`src/rtl/tonegate_pkg.sv`:
```
package tonegate_pkg;

  typedef enum logic [2:0] {
    ST_IDLE,
    ST_PRE,
    ST_HI,
    ST_LO,
    ST_POST,
    ST_BURST,
    ST_SETTLE
  } tg_state_t;

  function automatic int unsigned max5(input int unsigned a, input int unsigned b,
                                       input int unsigned c, input int unsigned d,
                                       input int unsigned e);
    int unsigned m;
    m = a;
    if (b > m) m = b;
    if (c > m) m = c;
    if (d > m) m = d;
    if (e > m) m = e;
    return m;
  endfunction

endpackage

```
`src/rtl/tg_tick_timer.sv`:
```
module tg_tick_timer #(
  parameter int TW = 15
) (
  input  logic          clk,
  input  logic          rst,
  input  logic          tick,
  input  logic          load,
  input  logic [TW-1:0] load_val,
  output logic          expire,
  output logic [TW-1:0] count
);

  always_ff @(posedge clk) begin
    if (rst) begin
      count <= '0;
    end else if (load) begin
      count <= load_val;
    end else if (tick && count != '0) begin
      count <= count - 1'b1;
    end
  end

  assign expire = tick && (count == TW'(1));

endmodule

```
`src/rtl/tg_bit_shifter.sv`:
```
module tg_bit_shifter (
  input  logic       clk,
  input  logic       rst,
  input  logic       load,
  input  logic [7:0] load_byte,
  input  logic       adv,
  output logic       cur_bit,
  output logic       nxt_bit,
  output logic       last_bit,
  output logic [3:0] bit_cnt
);

  logic [7:0] sr;
  logic       par;

  always_ff @(posedge clk) begin
    if (rst) begin
      sr      <= '0;
      par     <= 1'b1;
      bit_cnt <= '0;
    end else if (load) begin
      sr      <= load_byte;
      par     <= ~(^load_byte);
      bit_cnt <= '0;
    end else if (adv) begin
      sr      <= {sr[6:0], 1'b0};
      bit_cnt <= bit_cnt + 4'd1;
    end
  end

  assign last_bit = (bit_cnt == 4'd8);
  assign cur_bit  = last_bit ? par : sr[7];
  assign nxt_bit  = (bit_cnt < 4'd7) ? sr[6] : par;

endmodule

```
`src/rtl/tg_msg_store.sv`:
```
module tg_msg_store #(
  parameter int NB = 6,
  parameter int IW = 3
) (
  input  logic            clk,
  input  logic            we,
  input  logic [NB*8-1:0] wdata,
  input  logic [IW-1:0]   rd_idx,
  output logic [7:0]      rd_byte
);

  logic [7:0] mem [NB];

  for (genvar g = 0; g < NB; g++) begin : g_slot
    always_ff @(posedge clk) begin
      if (we) mem[g] <= wdata[g*8 +: 8];
    end
  end

  always_comb begin
    rd_byte = 8'h00;
    for (int i = 0; i < NB; i++) begin
      if (int'(rd_idx) == i) rd_byte = mem[i];
    end
  end

endmodule

```
`src/rtl/tonegate_tx.sv`:
```
module tonegate_tx
  import tonegate_pkg::*;
#(
  parameter int MAX_BYTES = 6,
  parameter int T_SHORT   = 500,
  parameter int T_LONG    = 1000,
  parameter int T_GAP     = 16000,
  parameter int T_BURST   = 12500,
  parameter int T_SETTLE  = 20000
) (
  input  logic                   clk,
  input  logic                   rst,
  input  logic                   tick_us,
  input  logic                   start,
  input  logic [$clog2(MAX_BYTES+1)-1:0] msg_len,
  input  logic [MAX_BYTES*8-1:0] msg_data,
  input  logic                   burst_req,
  input  logic                   burst_mod,
  input  logic                   tone_static,
  output logic                   busy,
  output logic                   done,
  output logic                   tone_en
);

  localparam int LW   = $clog2(MAX_BYTES + 1);
  localparam int IW   = (MAX_BYTES > 1) ? $clog2(MAX_BYTES) : 1;
  localparam int MAXD = int'(max5(T_SHORT, T_LONG, T_GAP, T_BURST, T_SETTLE));
  localparam int TW   = $clog2(MAXD + 1);

  localparam logic [TW-1:0] D_SHORT  = TW'(T_SHORT);
  localparam logic [TW-1:0] D_LONG   = TW'(T_LONG);
  localparam logic [TW-1:0] D_GAP    = TW'(T_GAP);
  localparam logic [TW-1:0] D_BURST  = TW'(T_BURST);
  localparam logic [TW-1:0] D_SETTLE = TW'(T_SETTLE);
  localparam logic [LW-1:0] LEN_MAX  = LW'(MAX_BYTES);

  tg_state_t       state, state_n;
  logic [IW-1:0]   byte_idx, byte_idx_n;
  logic [LW-1:0]   nbytes_q;
  logic            burst_q, mod_q;
  logic            in_burst, in_burst_n;
  logic            finish;

  logic            tmr_load, tmr_exp;
  logic [TW-1:0]   tmr_val, tmr_cnt;
  logic            shf_load, shf_adv, load_ff;
  logic            cur_bit, nxt_bit, last_bit;
  logic [3:0]      bit_cnt;
  logic [IW-1:0]   rd_idx;
  logic [7:0]      rd_byte;
  logic            take;

  assign take = (state == ST_IDLE) && start;

  tg_tick_timer #(.TW(TW)) u_timer (
    .clk(clk), .rst(rst), .tick(tick_us), .load(tmr_load),
    .load_val(tmr_val), .expire(tmr_exp), .count(tmr_cnt)
  );

  tg_bit_shifter u_shift (
    .clk(clk), .rst(rst), .load(shf_load),
    .load_byte(load_ff ? 8'hFF : rd_byte), .adv(shf_adv),
    .cur_bit(cur_bit), .nxt_bit(nxt_bit), .last_bit(last_bit), .bit_cnt(bit_cnt)
  );

  tg_msg_store #(.NB(MAX_BYTES), .IW(IW)) u_store (
    .clk(clk), .we(take), .wdata(msg_data), .rd_idx(rd_idx), .rd_byte(rd_byte)
  );

  assign rd_idx = (state == ST_PRE) ? '0 : IW'(byte_idx + 1'b1);

  always_comb begin
    state_n    = state;
    byte_idx_n = byte_idx;
    in_burst_n = in_burst;
    tmr_load   = 1'b0;
    tmr_val    = D_GAP;
    shf_load   = 1'b0;
    shf_adv    = 1'b0;
    load_ff    = 1'b0;
    finish     = 1'b0;
    case (state)
      ST_IDLE: begin
        if (start) begin
          state_n    = ST_PRE;
          tmr_load   = 1'b1;
          tmr_val    = D_GAP;
          byte_idx_n = '0;
          in_burst_n = 1'b0;
        end
      end
      ST_PRE: begin
        if (tmr_exp) begin
          tmr_load = 1'b1;
          if (nbytes_q != '0) begin
            shf_load   = 1'b1;
            byte_idx_n = '0;
            state_n    = ST_HI;
            tmr_val    = rd_byte[7] ? D_SHORT : D_LONG;
          end else begin
            state_n = ST_POST;
            tmr_val = D_GAP;
          end
        end
      end
      ST_HI: begin
        if (tmr_exp) begin
          state_n  = ST_LO;
          tmr_load = 1'b1;
          tmr_val  = cur_bit ? D_LONG : D_SHORT;
        end
      end
      ST_LO: begin
        if (tmr_exp) begin
          tmr_load = 1'b1;
          if (!last_bit) begin
            shf_adv = 1'b1;
            state_n = ST_HI;
            tmr_val = nxt_bit ? D_SHORT : D_LONG;
          end else if (in_burst) begin
            state_n = ST_SETTLE;
            tmr_val = D_SETTLE;
          end else if ((int'(byte_idx) + 1) < int'(nbytes_q)) begin
            shf_load   = 1'b1;
            byte_idx_n = IW'(byte_idx + 1'b1);
            state_n    = ST_HI;
            tmr_val    = rd_byte[7] ? D_SHORT : D_LONG;
          end else begin
            state_n = ST_POST;
            tmr_val = D_GAP;
          end
        end
      end
      ST_POST: begin
        if (tmr_exp) begin
          if (!burst_q) begin
            finish  = 1'b1;
            state_n = ST_IDLE;
          end else if (mod_q) begin
            tmr_load   = 1'b1;
            shf_load   = 1'b1;
            load_ff    = 1'b1;
            in_burst_n = 1'b1;
            state_n    = ST_HI;
            tmr_val    = D_SHORT;
          end else begin
            tmr_load = 1'b1;
            state_n  = ST_BURST;
            tmr_val  = D_BURST;
          end
        end
      end
      ST_BURST: begin
        if (tmr_exp) begin
          tmr_load = 1'b1;
          state_n  = ST_SETTLE;
          tmr_val  = D_SETTLE;
        end
      end
      ST_SETTLE: begin
        if (tmr_exp) begin
          finish  = 1'b1;
          state_n = ST_IDLE;
        end
      end
      default: state_n = ST_IDLE;
    endcase
  end

  always_ff @(posedge clk) begin
    if (rst) begin
      state    <= ST_IDLE;
      byte_idx <= '0;
      in_burst <= 1'b0;
      nbytes_q <= '0;
      burst_q  <= 1'b0;
      mod_q    <= 1'b0;
      busy     <= 1'b0;
      done     <= 1'b0;
      tone_en  <= 1'b0;
    end else begin
      state    <= state_n;
      byte_idx <= byte_idx_n;
      in_burst <= in_burst_n;
      if (take) begin
        nbytes_q <= (msg_len > LEN_MAX) ? LEN_MAX : msg_len;
        burst_q  <= burst_req;
        mod_q    <= burst_mod;
      end
      busy    <= (state_n != ST_IDLE);
      done    <= finish;
      tone_en <= (state_n == ST_HI) || (state_n == ST_BURST) ||
                 ((state_n == ST_IDLE) && tone_static);
    end
  end

endmodule

```
`config.mk`:
```
export PLATFORM = sky130hd
export DESIGN_NAME = tonegate_tx
export DESIGN_NICKNAME = d
export VERILOG_FILES = /design/src/rtl/tonegate_pkg.sv /design/src/rtl/tg_tick_timer.sv /design/src/rtl/tg_bit_shifter.sv /design/src/rtl/tg_msg_store.sv /design/src/rtl/tonegate_tx.sv
export SDC_FILE = /design/constraint.sdc
export NUM_CORES = 1
export LEC_CHECK = 0
export ABC_AREA = 1
export CORE_AREA = 2 2 96 98
export DETAILED_ROUTE_END_ITERATION = 7
export DIE_AREA = 0 0 98 100
export PLACE_DENSITY = 0.9
export SYNTH_ARGS = -nofsm -noshare
export SYNTH_HDL_FRONTEND = slang
export SYNTH_SLANG_ARGS = --single-unit
```
`constraint.sdc`:
```
create_clock -name clk -period 3.5 [get_ports clk]
set_input_delay 0.7 -clock clk [delete_from_list [all_inputs] [get_ports clk]]
set_output_delay 0.7 -clock clk [all_outputs]
set_load 0.01 [all_outputs]
```
==> impl_metrics.tcl <==
set metrics [dict create \
    run_status "finished clean" \
    gr-usage-all-layers 0.2600 \
    regToRegSetupSlack_ns 0.62 \
    crit_end "u_shift.bit_cnt[2]$_SDFFE_PP0P_" \
    insertion_delay_ns 0.37 \
    design_power_total_mw 2.704 \
    die_h_um 100 \
    critPathLaunchType "flop" \
    seq_total_area_yosys 0.4397 \
    first_iter_violations 350 \
    syn_area_per_cell_um2 7.970 \
    rsz0062_at_grt "false" \
    flow.area_growth_from_synthesis_pct 16.80 \
    slew_violations 0 \
    number_of_antenna_violations_at_the_first_check_in_global_routing 0 \
    dp_hpwl_mm 9.344 \
    top_area_cell_type_share_of_the_netlist_area 0.2753 \
    cts_resized 0 \
    grt_pass1_wl_mm 20.87 \
    max-vdd-ir-drop_mv 0.2521 \
    insertedDiodeCount 0 \
    dr.max_layer_used "met4" \
    worst_r2r_path_depth 13 \
    synth_seq_cells 91 \
    worst_slew_margin_rel 0.5411 \
    final_hold_violation_count 0 \
    yosys-top-cells-area "sky130_fd_sc_hd__edfxtp_1 28%, sky130_fd_sc_hd__dfxtp_1 16%, sky130_fd_sc_hd__nand2_1 12%, sky130_fd_sc_hd__inv_1 4.5%, sky130_fd_sc_hd__a21oi_1 4.3%" \
    std_cell_rows 35 \
    grt_max_degree 50 \
    power_density_mw_per_mm2 442.1 \
    design.final.nets 785 \
    timing_worst_slew_pin_value_ns 0.6846 \
    syn-num-nets 724 \
    clk_pin_slew_worst_paths_ns 0.09 \
    initial_util 0.5890 \
    startpoint "byte_idx[0]$_SDFFE_PP0P_" \
    reg2reg_start "byte_idx[0]$_SDFFE_PP0P_" \
    nFillCells 676 \
    global_route.overflow_total 0 \
    post_synthesis_cell_type_with_the_largest_combined_area "sky130_fd_sc_hd__edfxtp_1" \
    postCtsHoldBufs 0 \
    synth.cell_area_mm2 0.005236 \
    die-area_mm2 0.009800 \
    reg_to_reg_endpoint "u_shift.bit_cnt[2]$_SDFFE_PP0P_" \
    cts_setup_buffers 0 \
    vias 4828 \
    worstHoldPathType "reg -> reg" \
    worst_clock_skew_ns 0.01048 \
    grt_pass1_vias 4664 \
    last_weighted_congestion_value_of_the_routability_driven_placer 0.9799 \
    met3WireLength_um 860 \
    clock_root_buffer "sky130_fd_sc_hd__clkbuf_8" \
    synthCells 657 \
    post_drt_wl_per_cell_um 15.25 \
    dpl-instance-area_mm2 0.005898 \
    synth_commonest_cells "167 x sky130_fd_sc_hd__nand2_1, 63 x sky130_fd_sc_hd__inv_1, 48 x sky130_fd_sc_hd__edfxtp_1, 45 x sky130_fd_sc_hd__a21oi_1, 45 x sky130_fd_sc_hd__o21ai_0" \
    synth-async-reset-ratio 0 \
    cp_data_arrival_time_ns 3.15 \
    cts_num_sinks 91 \
    core_mm2 0.008890 \
    leakage_nw 2.614 \
    cp_max_fo 12 \
    timing.critical_path.required_ns 3.77 \
    max_clock_freq_mhz 346.7 \
    routed_via_density 5.789 \
    met2_wirelength_from_detailed_routing_mm 6.591 \
    final_min_period_ns 2.884 \
    max_cap_viol_count 0 \
    io-pin-count 61 \
    multi_input_comb_area_mm2 0.002506 \
    synthDistinctLibCells 54 \
    critical_path_sink_type "flop" \
    synth_most_common_cell "sky130_fd_sc_hd__nand2_1" \
    final-setup-viol-count 0 \
    length_of_the_first_detailed_routing_pass_in_iterations 5 \
    count_of_buffers_from_port_buffering 60 \
    drc 0 \
    crit_type "reg -> reg" \
    final_wl_mm 12.72 \
    postLayoutCellArea_mm2 0.006116 \
    cts_max_level 3 \
    max-clock-path-buffers 2 \
    sequential_cell_area_mm2 0.002302 \
    setup-tns-final_ns 0 \
    drt.antenna.violating_nets 0 \
    synth_enable_flop_cells 48 \
    drive_gt1_frac 0.1176 \
    primary_ff_master_synth "sky130_fd_sc_hd__edfxtp_1" \
    tritoncts "built" \
    synth.yosys.warnings 0 \
    die_w_um 98 \
    period_utilization 0.8241 \
    tritoncts.num_buffers 9 \
    m1WireLength_mm 4.962 \
]
[per-layer routing]
metal	vias to the layer above	GRT usage
met5	-	0
met4	0	0.09936
met3	37	0.04596
met2	242	0.4784
met1	2212	0.3023
li1	2337	-
[power breakdown]
group	switching (mW)	internal (mW)	total (mW)
sequential	0.0458	1.20	1.24
clock	0.390	0.405	0.795
combinational	0.422	0.242	0.664
[sequential cells by signal, summed over array words and instances (netlist names)]
signal           count
u_shift.bit_cnt      4
u_shift.par          1
u_shift.sr           8
u_timer.count       15
state                3
in_burst             1
done                 1
tone_en              1
u_store.mem         48
burst_q              1
mod_q                1
byte_idx             3
busy                 1
nbytes_q             3
[stage by stage]
stage	instances	setup WS, ns	util	hold WS, ns
after CTS	834	0.6383	0.6880	0.4798
final	834	0.6157	0.6880	0.4810
after detailed placement	818	0.5540	0.6635	0.4674
after global placement	818	0.6522	0.6635	0.4532
after floorplan	657	1.039	-	0.4390
after global routing	834	0.2320	0.6880	0.5085
[worst max-delay path, cell delays in order, from the launching register on]
cell and delay (ns):
sky130_fd_sc_hd__dfxtp_1 0.42, sky130_fd_sc_hd__ha_1 0.22, sky130_fd_sc_hd__inv_1 0.06, sky130_fd_sc_hd__nand2_1 0.10
sky130_fd_sc_hd__nand2_4 0.10, sky130_fd_sc_hd__ha_1 0.28, sky130_fd_sc_hd__nand2_1 0.05, sky130_fd_sc_hd__o21bai_1 0.20
sky130_fd_sc_hd__nor2_1 0.09, sky130_fd_sc_hd__nand2_1 0.17, sky130_fd_sc_hd__nor2_2 0.05, sky130_fd_sc_hd__nor3_2 0.52
sky130_fd_sc_hd__nand2_1 0.24, sky130_fd_sc_hd__a311oi_1 0.27
[worst min path at each step]
| stage | from | to | slack (ns) | depth (start not counted) |
|---|---|---|---|---|
| 2_1_floorplan | u_shift.sr[0]$_SDFFE_PP0P_ | u_shift.sr[0]$_SDFFE_PP0P_ | 0.44 | 2 |
| 3_3_place_gp | u_shift.sr[0]$_SDFFE_PP0P_ | u_shift.sr[0]$_SDFFE_PP0P_ | 0.45 | 2 |
| 3_5_place_dp | u_shift.sr[0]$_SDFFE_PP0P_ | u_shift.sr[0]$_SDFFE_PP0P_ | 0.47 | 2 |
| 4_1_cts | u_shift.sr[1]$_SDFFE_PP0P_ | u_shift.sr[1]$_SDFFE_PP0P_ | 0.48 | 2 |
| 5_1_grt | u_shift.sr[1]$_SDFFE_PP0P_ | u_shift.sr[1]$_SDFFE_PP0P_ | 0.51 | 2 |
| 6_report | u_shift.sr[0]$_SDFFE_PP0P_ | u_shift.sr[0]$_SDFFE_PP0P_ | 0.48 | 2 |
[cell usage in the layout (no fill, tap or decap), types with 3 or more instances in the layout]
master / count
sky130_fd_sc_hd__ha_1: 9
sky130_fd_sc_hd__a31oi_1: 8
sky130_fd_sc_hd__buf_4: 4
sky130_fd_sc_hd__edfxtp_1: 48
sky130_fd_sc_hd__nand2_1: 167
sky130_fd_sc_hd__o31ai_1: 3
sky130_fd_sc_hd__clkinv_2: 3
sky130_fd_sc_hd__inv_2: 14
sky130_fd_sc_hd__nand3_2: 3
sky130_fd_sc_hd__nand2_2: 9
sky130_fd_sc_hd__clkbuf_8: 9
sky130_fd_sc_hd__xor2_1: 6
sky130_fd_sc_hd__nor2_2: 8
sky130_fd_sc_hd__nand4_1: 19
sky130_fd_sc_hd__dfxtp_1: 43
sky130_fd_sc_hd__inv_1: 62
sky130_fd_sc_hd__nand2_4: 4
sky130_fd_sc_hd__nand3_1: 42
sky130_fd_sc_hd__nor2_1: 44
sky130_fd_sc_hd__o21ai_1: 6
sky130_fd_sc_hd__a21oi_1: 45
sky130_fd_sc_hd__nor3_1: 8
sky130_fd_sc_hd__clkdlybuf4s50_1: 60
sky130_fd_sc_hd__nor2_4: 9
sky130_fd_sc_hd__o21ai_0: 45
[cells by family after synthesis]
logic type | Yosys count | synth area share
AO/OA/AOI/OAI | 127 | 0.1393
AND/OR/NAND/NOR | 328 | 0.3078
flip-flops | 91 | 0.4397
adder cells (fa/ha/maj) | 9 | 0.02151
buffers and inverters | 96 | 0.08172
XOR/XNOR | 6 | 0.01004
[cell type report]
| cell class | instances | area share |
|---|---|---|
| clock buffer | 10 | 0.02087 |
| clock inverter | 6 | 0.01473 |
| inverter | 82 | 0.05237 |
| multi-input combinational | 470 | 0.4098 |
| sequential | 91 | 0.3764 |
| tap | 111 | 0.02271 |
| timing repair buffer | 64 | 0.1031 |
No activity file was read; power rests on OpenSTA's default activity.
